`src/rtl/adc_sp_pkg.sv`:
```
package adc_sp_pkg;

    typedef enum logic [1:0] {
        ST_IDLE = 2'd0,
        ST_XFER = 2'd1,
        ST_TAIL = 2'd2
    } sp_state_e;

    localparam int OPC_W = 4;

    // A mode command carries opcode 1, 2 or 3 in its top four bits.
    function automatic logic is_mode_cmd(input logic [OPC_W-1:0] opc);
        return (opc >= 4'd1) && (opc <= 4'd3);
    endfunction

endpackage

```
`src/rtl/adc_sp_sync.sv`:
```
module adc_sp_sync #(
    parameter int          W       = 1,
    parameter int          STAGES  = 2,
    parameter logic [W-1:0] RST_VAL = '0
) (
    input  logic         clk,
    input  logic         rst_n,
    input  logic [W-1:0] d_i,
    output logic [W-1:0] q_o
);
    logic [STAGES-1:0][W-1:0] stg_q;

    always_ff @(posedge clk or negedge rst_n) begin
        if (!rst_n) begin
            stg_q <= {STAGES{RST_VAL}};
        end else begin
            stg_q <= {stg_q[STAGES-2:0], d_i};
        end
    end

    assign q_o = stg_q[STAGES-1];
endmodule

```
`src/rtl/adc_sp_ctrl.sv`:
```
module adc_sp_ctrl
    import adc_sp_pkg::*;
#(
    parameter int WORD_W = 16,
    localparam int CNT_W = $clog2(WORD_W + 1)
) (
    input  logic clk,
    input  logic rst_n,
    input  logic cs_fall_i,
    input  logic cs_rise_i,
    input  logic sclk_rise_i,
    input  logic sclk_fall_i,
    output logic load_o,
    output logic shift_o,
    output logic capture_o,
    output logic word_done_o,
    output logic end_xfer_o,
    output logic oe_o
);
    localparam logic [CNT_W-1:0] LAST = CNT_W'(WORD_W - 1);
    localparam logic [CNT_W-1:0] FULL = CNT_W'(WORD_W);

    sp_state_e         state_q, state_nx;
    logic [CNT_W-1:0]  rise_cnt_q, fall_cnt_q;

    // state register
    always_ff @(posedge clk or negedge rst_n) begin
        if (!rst_n) begin
            state_q <= ST_IDLE;
        end else begin
            state_q <= state_nx;
        end
    end

    // transitions: start, abort, complete, release
    always_comb begin
        state_nx = state_q;
        unique case (state_q)
            ST_IDLE: if (cs_fall_i) state_nx = ST_XFER;
            ST_XFER: begin
                if (cs_rise_i)                             state_nx = ST_IDLE;
                else if (sclk_fall_i && fall_cnt_q == LAST) state_nx = ST_TAIL;
            end
            ST_TAIL: if (cs_rise_i) state_nx = ST_IDLE;
            default: state_nx = ST_IDLE;
        endcase
    end

    // outputs
    always_comb begin
        load_o      = 1'b0;
        shift_o     = 1'b0;
        capture_o   = 1'b0;
        word_done_o = 1'b0;
        end_xfer_o  = 1'b0;
        oe_o        = 1'b0;
        unique case (state_q)
            ST_IDLE: load_o = cs_fall_i;
            ST_XFER: begin
                oe_o = 1'b1;
                if (!cs_rise_i) begin
                    capture_o   = sclk_rise_i && (rise_cnt_q < FULL);
                    word_done_o = sclk_rise_i && (rise_cnt_q == LAST);
                    shift_o     = sclk_fall_i && (fall_cnt_q < LAST);
                    end_xfer_o  = sclk_fall_i && (fall_cnt_q == LAST);
                end
            end
            ST_TAIL: ;
            default: ;
        endcase
    end

    // edge counters for the current frame
    always_ff @(posedge clk or negedge rst_n) begin
        if (!rst_n) begin
            rise_cnt_q <= '0;
            fall_cnt_q <= '0;
        end else if (load_o) begin
            rise_cnt_q <= '0;
            fall_cnt_q <= '0;
        end else begin
            if (capture_o)              rise_cnt_q <= rise_cnt_q + 1'b1;
            if (shift_o || end_xfer_o)  fall_cnt_q <= fall_cnt_q + 1'b1;
        end
    end
endmodule

```
`src/rtl/adc_sp_shift.sv`:
```
module adc_sp_shift #(
    parameter int WORD_W = 16
) (
    input  logic              clk,
    input  logic              rst_n,
    input  logic              load_i,
    input  logic [WORD_W-1:0] load_word_i,
    input  logic              shift_i,
    input  logic              oe_i,
    input  logic              capture_i,
    input  logic              word_done_i,
    input  logic              sdi_i,
    output logic              sdo_o,
    output logic [WORD_W-1:0] cmd_word_o,
    output logic              cmd_valid_o
);
    logic [WORD_W-1:0] tx_q, rx_q, word_q;
    logic              valid_q;

    always_ff @(posedge clk or negedge rst_n) begin
        if (!rst_n) begin
            tx_q <= '0;
        end else if (load_i) begin
            tx_q <= load_word_i;
        end else if (shift_i) begin
            tx_q <= {tx_q[WORD_W-2:0], 1'b0};
        end
    end

    always_ff @(posedge clk or negedge rst_n) begin
        if (!rst_n) begin
            rx_q    <= '0;
            word_q  <= '0;
            valid_q <= 1'b0;
        end else begin
            valid_q <= word_done_i;
            if (capture_i)   rx_q   <= {rx_q[WORD_W-2:0], sdi_i};
            if (word_done_i) word_q <= {rx_q[WORD_W-2:0], sdi_i};
        end
    end

    assign sdo_o       = oe_i ? tx_q[WORD_W-1] : 1'b0;
    assign cmd_word_o  = word_q;
    assign cmd_valid_o = valid_q;
endmodule

```
`src/rtl/adc_sp_cfg.sv`:
```
module adc_sp_cfg
    import adc_sp_pkg::*;
#(
    parameter int WORD_W  = 16,
    parameter int GPIO_W  = 4,
    parameter int RD_BIT  = 4,
    parameter int PD_BIT  = 5
) (
    input  logic              clk,
    input  logic              rst_n,
    input  logic              cmd_valid_i,
    input  logic [WORD_W-1:0] cmd_word_i,
    input  logic              load_i,
    input  logic              end_xfer_i,
    input  logic [GPIO_W-1:0] gpio_s_i,
    output logic              rd_en_o,
    output logic [GPIO_W-1:0] gpo_o,
    output logic [GPIO_W-1:0] gpi_o,
    output logic              pwr_down_o
);
    logic              rd_en_q, pd_req_q, pd_armed_q, pd_q;
    logic [GPIO_W-1:0] gpo_nx_q, gpo_q, gpi_q;
    logic              mode_hit;

    assign mode_hit = cmd_valid_i && is_mode_cmd(cmd_word_i[WORD_W-1 -: OPC_W]);

    // fields taken from the most recent mode command
    always_ff @(posedge clk or negedge rst_n) begin
        if (!rst_n) begin
            rd_en_q  <= 1'b0;
            pd_req_q <= 1'b0;
            gpo_nx_q <= '0;
        end else if (mode_hit) begin
            rd_en_q  <= cmd_word_i[RD_BIT];
            pd_req_q <= cmd_word_i[PD_BIT];
            gpo_nx_q <= cmd_word_i[GPIO_W-1:0];
        end
    end

    // per-pin refresh and latch at frame start
    for (genvar p = 0; p < GPIO_W; p++) begin : g_pin
        always_ff @(posedge clk or negedge rst_n) begin
            if (!rst_n) begin
                gpo_q[p] <= 1'b0;
                gpi_q[p] <= 1'b0;
            end else if (load_i) begin
                gpo_q[p] <= gpo_nx_q[p];
                gpi_q[p] <= gpio_s_i[p];
            end
        end
    end

    always_ff @(posedge clk or negedge rst_n) begin
        if (!rst_n) begin
            pd_armed_q <= 1'b0;
            pd_q       <= 1'b0;
        end else if (load_i) begin
            pd_armed_q <= pd_req_q;
            if (!pd_req_q) pd_q <= 1'b0;
        end else if (end_xfer_i && pd_armed_q) begin
            pd_q <= 1'b1;
        end
    end

    assign rd_en_o    = rd_en_q;
    assign gpo_o      = gpo_q;
    assign gpi_o      = gpi_q;
    assign pwr_down_o = pd_q;
endmodule

```
`src/rtl/adc_serial_port.sv`:
```
module adc_serial_port #(
    parameter int WORD_W   = 16,
    parameter int HDR_W    = 4,
    parameter int RES_W    = 12,
    parameter int GPIO_W   = 4,
    parameter int SYNC_STG = 2
) (
    input  logic              clk,
    input  logic              rst_n,
    input  logic              cs_n_i,
    input  logic              sclk_i,
    input  logic              sdi_i,
    input  logic [HDR_W-1:0]  chan_addr_i,
    input  logic [RES_W-1:0]  result_i,
    input  logic [GPIO_W-1:0] gpio_in_i,
    output logic              sdo_o,
    output logic              sdo_oe_o,
    output logic [GPIO_W-1:0] gpo_o,
    output logic [GPIO_W-1:0] gpi_latched_o,
    output logic [WORD_W-1:0] cmd_word_o,
    output logic              cmd_valid_o,
    output logic              pwr_down_o
);
    localparam int LN_W = 3 + GPIO_W;

    logic [LN_W-1:0]   lines_s;
    logic              cs_s, sclk_s, sdi_s, cs_d, sclk_d;
    logic [GPIO_W-1:0] gpio_s;
    logic              cs_fall, cs_rise, sclk_rise, sclk_fall;
    logic              load, shift, capture, word_done, end_xfer, oe, rd_en;
    logic [HDR_W-1:0]  hdr;

    adc_sp_sync #(
        .W(LN_W), .STAGES(SYNC_STG), .RST_VAL(LN_W'(1) << (LN_W - 1))
    ) u_sync (
        .clk(clk), .rst_n(rst_n),
        .d_i({cs_n_i, sclk_i, sdi_i, gpio_in_i}),
        .q_o(lines_s)
    );

    assign {cs_s, sclk_s, sdi_s, gpio_s} = lines_s;

    always_ff @(posedge clk or negedge rst_n) begin
        if (!rst_n) begin
            cs_d   <= 1'b1;
            sclk_d <= 1'b0;
        end else begin
            cs_d   <= cs_s;
            sclk_d <= sclk_s;
        end
    end

    assign cs_fall   =  cs_d   && !cs_s;
    assign cs_rise   = !cs_d   &&  cs_s;
    assign sclk_rise = !sclk_d &&  sclk_s;
    assign sclk_fall =  sclk_d && !sclk_s;

    adc_sp_ctrl #(.WORD_W(WORD_W)) u_ctrl (
        .clk(clk), .rst_n(rst_n),
        .cs_fall_i(cs_fall), .cs_rise_i(cs_rise),
        .sclk_rise_i(sclk_rise), .sclk_fall_i(sclk_fall),
        .load_o(load), .shift_o(shift), .capture_o(capture),
        .word_done_o(word_done), .end_xfer_o(end_xfer), .oe_o(oe)
    );

    assign hdr = rd_en ? HDR_W'(gpio_s) : chan_addr_i;

    adc_sp_shift #(.WORD_W(WORD_W)) u_shift (
        .clk(clk), .rst_n(rst_n),
        .load_i(load), .load_word_i({hdr, result_i}),
        .shift_i(shift), .oe_i(oe),
        .capture_i(capture), .word_done_i(word_done), .sdi_i(sdi_s),
        .sdo_o(sdo_o), .cmd_word_o(cmd_word_o), .cmd_valid_o(cmd_valid_o)
    );

    adc_sp_cfg #(.WORD_W(WORD_W), .GPIO_W(GPIO_W)) u_cfg (
        .clk(clk), .rst_n(rst_n),
        .cmd_valid_i(cmd_valid_o), .cmd_word_i(cmd_word_o),
        .load_i(load), .end_xfer_i(end_xfer), .gpio_s_i(gpio_s),
        .rd_en_o(rd_en), .gpo_o(gpo_o), .gpi_o(gpi_latched_o),
        .pwr_down_o(pwr_down_o)
    );

    assign sdo_oe_o = oe;
endmodule

```
`config.mk`:
```
export PLATFORM = sky130hd
export DESIGN_NAME = adc_serial_port
export DESIGN_NICKNAME = d
export VERILOG_FILES = /design/src/rtl/adc_sp_pkg.sv /design/src/rtl/adc_sp_sync.sv /design/src/rtl/adc_sp_ctrl.sv /design/src/rtl/adc_sp_shift.sv /design/src/rtl/adc_sp_cfg.sv /design/src/rtl/adc_serial_port.sv
export SDC_FILE = /design/constraint.sdc
export NUM_CORES = 1
export LEC_CHECK = 0
export BUFFER_PORTS_ARGS = -buffer_cell sky130_fd_sc_hd__buf_2
export CAP_MARGIN = 15
export CELL_PAD_IN_SITES_DETAIL_PLACEMENT = 0
export CELL_PAD_IN_SITES_GLOBAL_PLACEMENT = 1
export CORE_MARGIN = 2
export CORE_UTILIZATION = 35
export CTS_CLUSTER_SIZE = 25
export DETAILED_ROUTE_END_ITERATION = 10
export HOLD_SLACK_MARGIN = 0.02
export PLACE_DENSITY = 0.63
export REMOVE_ABC_BUFFERS = 1
export SLEW_MARGIN = 20
export SYNTH_ARGS = -nofsm -noshare
export SYNTH_HDL_FRONTEND = slang
export SYNTH_SLANG_ARGS = --single-unit
```
`constraint.sdc`:
```
create_clock -name clk -period 1.9 [get_ports clk]
set_clock_uncertainty 0.05 [all_clocks]
set_input_delay 0.285 -clock clk [delete_from_list [all_inputs] [get_ports clk]]
set_output_delay 0.285 -clock clk [all_outputs]
set_load 0.05 [all_outputs]
```
# ---- Word-level counts from Yosys, hierarchy flattened
# Index checks and enable logic that the tools add are counted.
dict set report classes {
  bitwise 0
  n_reduce_logical 23
  n_shift 0
  n_mul 0
  magnitude_cmp 4
  muxes 26
  n_eq_ne 8
  div_mod_pow 0
  addsub 2
}
# operator n
set ops {}
lappend ops {{16-bit 2-to-1 mux} 2}
lappend ops {{5-bit 2-to-1 mux} 4}
lappend ops {{1-bit 2-to-1 mux} 14}
lappend ops {{1-bit logical AND} 11}
lappend ops {{5-bit by 1-bit adder with 5-bit output, second input constant} 2}
lappend ops {{5-bit by 4-bit equality test with 1-bit output, second input constant} 2}
lappend ops {{2-bit 2-to-1 mux} 4}
lappend ops {{2-bit nonzero test} 4}
lappend ops {{2-bit case mux with 3 select lines} 1}
lappend ops {{5-bit by 4-bit less-than comparator with 1-bit output, second input constant} 1}
lappend ops {{5-bit less-than comparator, second input constant} 1}
lappend ops {{4-bit by 1-bit >= comparator with 1-bit output, second input constant} 1}
lappend ops {{4-bit by 2-bit <= comparator with 1-bit output, second input constant} 1}
lappend ops {{1-bit zero test} 4}
lappend ops {{4-bit 2-to-1 mux} 1}
lappend ops {{2-bit by 1-bit != test with 1-bit output, second input constant} 2}
lappend ops {{3-bit by 1-bit != test with 1-bit output, second input constant} 1}
lappend ops {{3-bit AND reduction} 1}
lappend ops {{2-bit by 1-bit equality test with 1-bit output, second input constant} 1}
lappend ops {{2-bit equality test, second input constant} 1}
lappend ops {{2-bit zero test} 1}
lappend ops {{2-bit != test, second input constant} 1}
lappend ops {{2-bit AND reduction} 1}
lappend ops {{1-bit logical OR} 1}
dict set report word_totals {
  ramBits 0
  in_bits 25
  latch_bits 0
  mem_count 0
  regBits 92
  mem_bits_ro 0
  output_inout_bits 28
  word_cells 87
}

# ---- Longest topological paths before layout
# Gate-level depths: netlist of run 1.
dict set report depth {
  ltp_word 8
  ltp_mapped 7
  ltp_nobuf 7
}

# ---- Hierarchy
# From an unflattened synthesis of run 1, not the netlist that was laid out.
dict set report hier_totals {
  cells_unflattened 276
  area_unflattened_um2 3861.2
}
# module seq_area_each_um2 n_inst cells_per_inst area_each_um2
set modules_own_cells {}
lappend modules_own_cells {adc_sp_shift 1201.2 1 137 2035.7}
lappend modules_own_cells {adc_sp_ctrl 300.3 1 71 683.2}
lappend modules_own_cells {adc_sp_cfg 400.4 1 37 615.6}
lappend modules_own_cells {adc_sp_sync 352.8 1 21 405.4}
lappend modules_own_cells {adc_serial_port 51.3 1 10 121.4}

# ---- Worst setup path after synthesis of run 1
# Ideal clock, no wire load.
dict set report synth_timing {
  path_kind {reg-to-reg}
  startpoint {register u_ctrl.state_q[1]}
  endpoint {register u_shift.tx_q[1]}
  setup_time_ns 0.126
  path_buffers 2
  required_time_ns 1.724
  period_less_slack_ns 1.974
  setup_slack_ns -0.074
  stages_incl_launch_ff 8
  t_arrival_ns 1.797
  path_cell_list {dfrtp_1 -> nand2b_4 -> inv_1 -> and4_1 -> buf_2 -> buf_2 -> nor2_1 -> a221o_1}
}
dict set report synth_between {
  elab_chain_len 3
  word_cells_on_any_way 6
  classes_between {eq/ne (1); mux (3); reduce/logical (2)}
}
# item line_no
set synth_lines {}
lappend synth_lines {{from (decl)} adc_sp_ctrl.sv:23} ;# sp_state_e state_q, state_nx;
lappend synth_lines {{from (signal assigned)} adc_sp_ctrl.sv:31} ;# state_q <= state_nx;
lappend synth_lines {{2-bit by 1-bit equality test with 1-bit output or 2-bit zero test (tied branches)} adc_sp_ctrl.sv:57} ;# unique case (state_q)
lappend synth_lines {{1-bit 2-to-1 mux} adc_sp_ctrl.sv:57}
lappend synth_lines {{2-bit nonzero test (no line) or 16-bit 2-to-1 mux (tied branches)} --}
lappend synth_lines {{to (signal assigned)} adc_sp_shift.sv:24} ;# tx_q <= load_word_i;
lappend synth_lines {{to (signal assigned)} adc_sp_shift.sv:26} ;# tx_q <= {tx_q[WORD_W-2:0], 1'b0};
lappend synth_lines {{to (decl)} adc_sp_shift.sv:17} ;# logic [WORD_W-1:0] tx_q, rx_q, word_q;
# Several ways; a longest one is shown, not always the timed one.
# A chain may end at the register's enable or synchronous reset.

# ---- Worst setup path in the final report of run 1
dict set report layout_timing {
  startpoint {register u_ctrl.fall_cnt_q[1]}
  endpoint {register u_ctrl.fall_cnt_q[0]}
}
dict set report layout_between {
  elab_chain_len 6
  word_cells_on_any_way 10
  classes_between {order compare (1); eq/ne (1); mux (4); reduce/logical (4)}
}
# item line_no
set layout_lines {}
lappend layout_lines {{from (decl)} adc_sp_ctrl.sv:24} ;# logic [CNT_W-1:0] rise_cnt_q, fall_cnt_q;
lappend layout_lines {{from (signal assigned)} adc_sp_ctrl.sv:83} ;# if (shift_o || end_xfer_o) fall_cnt_q <= fall_cnt_q + 1'b1;
lappend layout_lines {{5-bit by 4-bit less-than comparator with 1-bit output or 5-bit by 4-bit equality test with 1-bit output (tied branches)} {adc_sp_ctrl.sv:64, adc_sp_ctrl.sv:65}}
lappend layout_lines {{1-bit logical AND (on tied branches)} {adc_sp_ctrl.sv:64, adc_sp_ctrl.sv:65}}
lappend layout_lines {{1-bit 2-to-1 mux} adc_sp_ctrl.sv:61} ;# if (!cs_rise_i) begin
lappend layout_lines {{1-bit 2-to-1 mux} adc_sp_ctrl.sv:57}
lappend layout_lines {{1-bit logical OR *} adc_sp_ctrl.sv:83}
lappend layout_lines {{2-bit nonzero test (no line) *} --}
# Every way passes the cells marked *; elsewhere a longest branch is shown, timed or not.

==> results of run 1 <==
==> final timing paths <==
path / from / end
max: u_ctrl.fall_cnt_q[1] / u_ctrl.fall_cnt_q[0]
min: result_i[2] / u_shift.tx_q[2]
max reg2reg: u_ctrl.fall_cnt_q[1] / u_ctrl.fall_cnt_q[0]
min reg2reg: u_sync.stg_q[3] / u_sync.q_o[3]
max in group asynchronous: rst_n / u_cfg.gpo_o[2]
min in group asynchronous: rst_n / u_ctrl.state_q[0]
==> registers in the layout (all words and copies together) (netlist names) <==
name	cells
u_shift.tx_q	16
u_ctrl.fall_cnt_q	5
u_shift.rx_q	15
u_cfg.rd_en_o	1
u_cfg.gpi_o	4
u_cfg.gpo_o	4
u_cfg.pd_armed_q	1
u_ctrl.rise_cnt_q	5
u_sync.stg_q	7
u_shift.cmd_valid_o	1
sclk_d	1
u_cfg.gpo_nx_q	4
u_sync.q_o	7
u_cfg.pwr_down_o	1
cs_d	1
u_shift.cmd_word_o	16
u_cfg.pd_req_q	1
u_ctrl.state_q	2
==> cell type report <==
| class | instances | area [sq um] | area share |
|---|---|---|---|
| clock buffers | 9 | 124 | 0.0274 |
| multi-input cells | 166 | 1280 | 0.284 |
| well taps | 136 | 170 | 0.0376 |
| flip-flops and latches | 92 | 2310 | 0.510 |
| clock inverters | 7 | 97.6 | 0.0216 |
| inverters | 5 | 18.8 | 0.00415 |
| repair buffers | 78 | 522 | 0.115 |
==> metal layers <==
| metal | routed length, microns | vias to the layer above | global-route usage |
|---|---|---|---|
| met2 | 3140 | 58 | 0.199 |
| met3 | 347 | 10 | 0.0307 |
| li1 | - | 1118 | - |
| met5 | 0 | - | 0 |
| met1 | 3330 | 1179 | 0.193 |
| met4 | 109 | 0 | 0.0555 |
==> logic make-up (layout without fill, tap and decap cells) <==
family,Yosys count,count (layout),share of synthesized area
flops,92,92,0.629
compound gates,36,36,0.0741
fa+ha+maj,4,4,0.0137
xor+xnor,1,1,0.00239
buf+inv,17,99,0.0263
mux,48,48,0.144
simple gates,77,77,0.111
==> cells in the mapped netlist, types with 4 or more instances <==
library cell | n | area, sq um
sky130_fd_sc_hd__dfrtp_1 | 89 | 2230
sky130_fd_sc_hd__nand2_1 | 45 | 169
sky130_fd_sc_hd__mux2_2 | 37 | 417
sky130_fd_sc_hd__mux2i_1 | 11 | 110
sky130_fd_sc_hd__a21o_1 | 9 | 67.6
sky130_fd_sc_hd__a22o_1 | 9 | 78.8
sky130_fd_sc_hd__nor2_1 | 8 | 30.0
sky130_fd_sc_hd__o21ai_0 | 6 | 30.0
sky130_fd_sc_hd__inv_1 | 5 | 18.8
sky130_fd_sc_hd__clkbuf_1 | 4 | 15.0
sky130_fd_sc_hd__ha_1 | 4 | 50.1
==> timing repair <==
action / 4_1_cts / 5_1_grt
endpoints found under the hold margin: 30 / 0
hold buffers: 8 / 0
endpoints found under the setup margin: 3 / 22
gates cloned: 0 / 0
gates resized for setup: 2 / 6
buffers inserted: 0 / 1
==> through the flow <==
| stage | setup WS, ps | hold WS, ps | std cells | total power [mW] |
|---|---|---|---|---|
| global route | -51.7 | 93.6 | 493 | 4.77 |
| finish | 87.5 | 98.1 | 493 | 4.51 |
| CTS | 45.7 | 77.7 | 492 | 4.58 |
| global placement | 55.9 | 190 | 468 | 3.08 |
| floorplan | -1820 | -60.6 | 263 | 2.82 |
| detailed placement | 5.05 | 195 | 468 | 3.10 |
==> report_power, final <==
part           switching [mW]  total [mW]  internal [mW]
combinational           0.382       0.699          0.318
sequential              0.159        2.37           2.21
clock                   0.691        1.44          0.748
total                    1.23        4.51           3.28
==> worst min-delay path, stage by stage <==
cell and delay [ps]:
sky130_fd_sc_hd__buf_2 80, sky130_fd_sc_hd__nand2_1 40, sky130_fd_sc_hd__o21ai_0 60
==> results.md, run 1 <==
* IR Drop Worst-Case VDD at roughly 0.00035 V
* Final instance area at between 4000 and 5000 sq um
* Critical Path Fanout Max at 4
* Cells after Synth at 275
* Crit path largest cell delay at 420 ps
* Num rows at 37
* Peak Freq at between 500 and 600 MHz
* Number of flip-flops and latches in the synthesized netlist at 92
* Final Util at 0.442
* Class of the tightest hold or removal check: in2reg
* Largest net degree at the start of global routing at 36
* Total global-route track usage at 0.135
* TritonCTS clock tree: yes
* Width of the die at 106 microns
* Diode insertion count for antenna repair at 0
* Critical path's slowest cell: sky130_fd_sc_hd__dfrtp_1
* Shortest clock period the worst path allows after layout at between 1500 and 2000 ps
* Initial Util at 0.358
* Number of buffers on the longest clock path at 2
* First-pass GRT wire length at approximately 12000 microns
* Count of distinct cell types in the synthesized netlist at 43
* I/O Buffers at between 50 and 60
* Mean instance size in the synthesized netlist at 13.3 sq um
* Number of setup violations in the final report at 0
* Filler cell count in the final layout at around 980
* Vias in the first global route at 2364
* Final net count at about 380
* Total leakage power at about 2.3 nW
* Commonest non-fill, non-tap cells in the layout: sky130_fd_sc_hd__dfrtp_1, sky130_fd_sc_hd__buf_2, sky130_fd_sc_hd__nand2_1
* Critical Path Start Type: flip-flop
* Clock slew at the register clock pins of the worst setup and hold paths at 80 ps
* Setup repair after global routing missed its margin: true
* Kind of cell with the highest combined delay on the critical path: simple AND/OR/NAND/NOR gates
* Final total negative setup slack at 0 ps
* Worst Max-Slew Pin Slew at 563 ps
* Number of warnings reported in the yosys synthesis log at 0
* Synth Flop Type: sky130_fd_sc_hd__dfrtp_1
* Critical path depth in cells at 7
* Crit. End Element: flip-flop
* DIE AREA at roughly 11000 sq um
* Number of remaining DRC errors at 0
* Average via count per standard cell at around 4.8
* Estimated wirelength of the detail-placed design at roughly 4700 microns
* FF-to-FF path depth at 7
* Number of iterations in the first detailed-routing pass at 7
* Layout cell share with drive strength beyond 1 at 0.384
* Number of flops mapped to enable cells by yosys at 0
* Iteration-0 DRC count of the detailed router at ~120
* Asr flop ratio synth at 1.00
* Maximum level of the CTS H-tree at 3
* CTS sink count at 92
* Routed via count at around 2400
* CTS buffer count at 9
* Arr. time, crit path at between 2000 and 2500 ps
* Cell depth of the worst min-delay path at 3
* Mean routed wirelength per cell at approximately 14 microns
* Chip Height at ~110 microns
* Run status: complete, no violations
* Worst EP required at 2120 ps
* Worst Path Buf+Inv at 0
* Proportion of synthesized chip area in sequential cells at 0.629
* Final Max Slew Viols at 0
* R2r setup slk at just under 90 ps
* Remaining global-route overflow at 0
* Placed standard-cell area at 4190 sq um
* Critical Setup Path Class: reg2reg
* Cell area after synthesis at roughly 3700 sq um
* Synthesis-to-finish area growth at 23.3%
* Power density normalized to cell area at 997 nW/um^2
* Worst path cell trace: ha_1, and3_1, ha_1, and3b_1, and3_1, nor2_4, mux2i_1
* Root buffer cell: sky130_fd_sc_hd__clkbuf_8
* Number of nets with antenna violations after routing at 0
* Source-to-sink clock delay at the later pin of the worst-skew pair at 350 ps
* Final Hold Vio Count at 0
* Max-Cap Viols at 0
* Total Wirelength at roughly 7000 microns
* Commonest non-fill, non-tap cell in the layout: sky130_fd_sc_hd__dfrtp_1
* Fin crit share at 0.954
* Io pins at between 50 and 60
* Core footprint at 10200 sq um
* Number of antenna violations at the first check in global routing at 0
* Headroom to the max-slew limit at 0.623
* Routability-driven placement congestion ratio at between 0.7 and 0.8
Note: power is estimated with default switching activity, not from simulation.
==> inputs of run 2 (changes only) <==
==> constraint.sdc (replaced) <==
create_clock -name clk -period 1.6 [get_ports clk]
set_clock_uncertainty 0.05 [all_clocks]
set_input_delay 0.24 -clock clk [delete_from_list [all_inputs] [get_ports clk]]
set_output_delay 0.24 -clock clk [all_outputs]
set_load 0.05 [all_outputs]
==> run 2 against run 1 <==
  * The flow now finishes with violations (negative setup slack)
  * Critical path depth shrank 3
  * Combinational power rose by 75%
  * Worst hold slack lost 29 ps
==> results.md, run 2 (synthesized netlist as in run 1, its figures left out) <==
* Placed cells at 480
* Launch instance of the worst min-delay path: result_i[2]
* Final net count at between 400 and 500
* Setup ws final at -128 ps
* Total global-route track usage at 0.151
* Routed via count at approximately 2500
* Critical Setup Path Class: reg2reg
* First-pass GRT wire length at between 10000 and 15000 microns
* R2r setup slk at -130 ps
* Number of antenna violations at the first check in global routing at 0
* Cell depth of the worst min-delay path at 3
* CTS buffer count at 9
* Average via count per standard cell at roughly 4.7
* Max-Cap Viols at 0
* Total Wirelength at ~8100 microns
* Placed standard-cell area at around 4300 sq um
* Crit. End Element: flip-flop
* Fin crit share at 1.08
* Largest net degree at the start of global routing at 93
* Commonest non-fill, non-tap cell in the layout: sky130_fd_sc_hd__dfrtp_1
* I/O Buffers at 52
* Num rows at 37
* Diode insertion count for antenna repair at 0
* Worst Max-Slew Pin Slew at approximately 500 ps
* Root buffer cell: sky130_fd_sc_hd__clkbuf_8
* Critical R2R Capture: u_shift.tx_q[1]
* Critical path's slowest cell: sky130_fd_sc_hd__or4b_4
* Number of nets with antenna violations after routing at 0
* IR Drop Worst-Case VDD at ~0.00042 V
* Width of the die at 106 microns
* Layout cell share with drive strength beyond 1 at 0.545
* Final total negative setup slack at -2860 ps
* Remaining global-route overflow at 0
* Number of setup violations in the final report at 52
* Power density normalized to cell area at about 1100 nW/um^2
* Peak Freq at 579 MHz
* TritonCTS clock tree: yes
* Crit path largest cell delay at about 600 ps
* Arr. time, crit path at 1910 ps
* Iteration-0 DRC count of the detailed router at between 150 and 200
* Source-to-sink clock delay at the later pin of the worst-skew pair at about 340 ps
* Critical Path Start Type: flip-flop
* Class of the tightest hold or removal check: in2reg
* Setup repair after global routing missed its margin: true
* FF-to-FF path depth at 4
* Violations in the final reports: negative setup slack
* Synthesis-to-finish area growth at 44.5%
* Routability-driven placement congestion ratio at between 0.7 and 0.8
* Shortest clock period the worst path allows after layout at 1730 ps
* Initial Util at 0.358
* Final instance area at around 5300 sq um
* Mean routed wirelength per cell at around 15 microns
* Worst reg2reg startpoint: cs_d
* Estimated wirelength of the detail-placed design at between 4000 and 5000 microns
* Number of remaining DRC errors at 0
* Worst hold path endpoint: u_shift.tx_q[2]
* DIE AREA at approximately 11000 sq um
* Final Hold Vio Count at 0
* Total power at roughly 5.7 mW
* Worst EP required at about 1800 ps
* Final Max Slew Viols at 0
* Final Util at 0.518
* Run status: finished, violations left
* Number of iterations in the first detailed-routing pass at 4
* Total leakage power at around 2.7 nW
* Cell Count, Final, Fillers Out at around 530
* Headroom to the max-slew limit at 0.667
* Number of buffers on the longest clock path at 2
* Commonest non-fill, non-tap cells in the layout: sky130_fd_sc_hd__dfrtp_1, sky130_fd_sc_hd__buf_2, sky130_fd_sc_hd__buf_4
* CTS sink count at 92
* Io pins at between 50 and 60
* Core footprint at about 10000 sq um
* Critical Path Fanout Max at 5
* Clock slew at the register clock pins of the worst setup and hold paths at roughly 90 ps
* Chip Height at approximately 110 microns
* Worst path cell trace: or4b_4, nand2_2, nor2_2, a221o_1
* Maximum level of the CTS H-tree at 3
* Vias in the first global route at 2570
-- run 2: cell types whose count changed in the layout (fill, tap and decap cells not counted), moves of 8 or more --
cell and change:
sky130_fd_sc_hd__nand2_4 +8, sky130_fd_sc_hd__nand2_1 -20, sky130_fd_sc_hd__buf_4 +18, sky130_fd_sc_hd__nand2_2 +12
sky130_fd_sc_hd__mux2_2 -31, sky130_fd_sc_hd__mux2_4 +31, sky130_fd_sc_hd__buf_6 +9
-- run 2: timing repair --
item                                    CTS  global route
pin swaps                                 9            27
gates resized for setup                  62            67
cloned                                    4             2
hold buffers                              8             0
buffers inserted                         10            11
hold endpoints to repair                 96             0
endpoints found under the setup margin   57            70
-- run 2: how the worst max path moves through the flow --
stage / start / to / depth (start not counted)
3_3_place_gp: u_ctrl.fall_cnt_q[0] / u_ctrl.fall_cnt_q[4] / 7
3_5_place_dp: u_ctrl.fall_cnt_q[0] / u_ctrl.fall_cnt_q[0] / 7
6_report: cs_d / u_shift.tx_q[1] / 4
4_1_cts: u_ctrl.rise_cnt_q[1] / u_shift.cmd_word_o[13] / 7
2_1_floorplan: cs_d / u_shift.tx_q[10] / 3
5_1_grt: u_ctrl.state_q[1] / u_shift.cmd_word_o[15] / 6
-- run 2: routing by layer --
| metal | part of all wire | vias to the layer above | GRT usage |
|---|---|---|---|
| met4 | 0.0087 | 0 | 0.0470 |
| li1 | - | 1183 | - |
| met2 | 0.50 | 47 | 0.244 |
| met1 | 0.45 | 1254 | 0.203 |
| met3 | 0.039 | 6 | 0.0331 |
| met5 | 0 | - | 0 |
-- run 2: power by group --
group | switching [mW] | internal [mW] | leakage [nW]
Combinational | 0.570 | 0.649 | 1.43
Sequential | 0.219 | 2.63 | 1.20
Clock | 0.776 | 0.868 | 0.103
-- run 2: layout make-up --
cell class | count | area (sq um)
Inverter | 5 | 18.8
Timing Repair Buffer | 114 | 958
Clock inverter | 4 | 73.8
Sequential cell | 92 | 2310
Multi-Input combinational cell | 166 | 1640
Fill cell | 889 | 4930
Tap cell | 136 | 170
Clock buffer | 10 | 128
-- run 2: metrics by stage --
stage / hold slack, ps / setup WS, ps
floorplan: -106 / -2120
global placement: 283 / -202
detailed placement: 279 / -260
CTS: 43.2 / -116
global route: 65.5 / -181
finish: 69.2 / -128
-- run 2: critical path, delay by kind of cell, from the launching register on --
kind / cells / cell delay, ps
AOI/OAI and AO/OA: 1 / 260
DFF: 1 / 580
and+or+nand+nor: 3 / 720
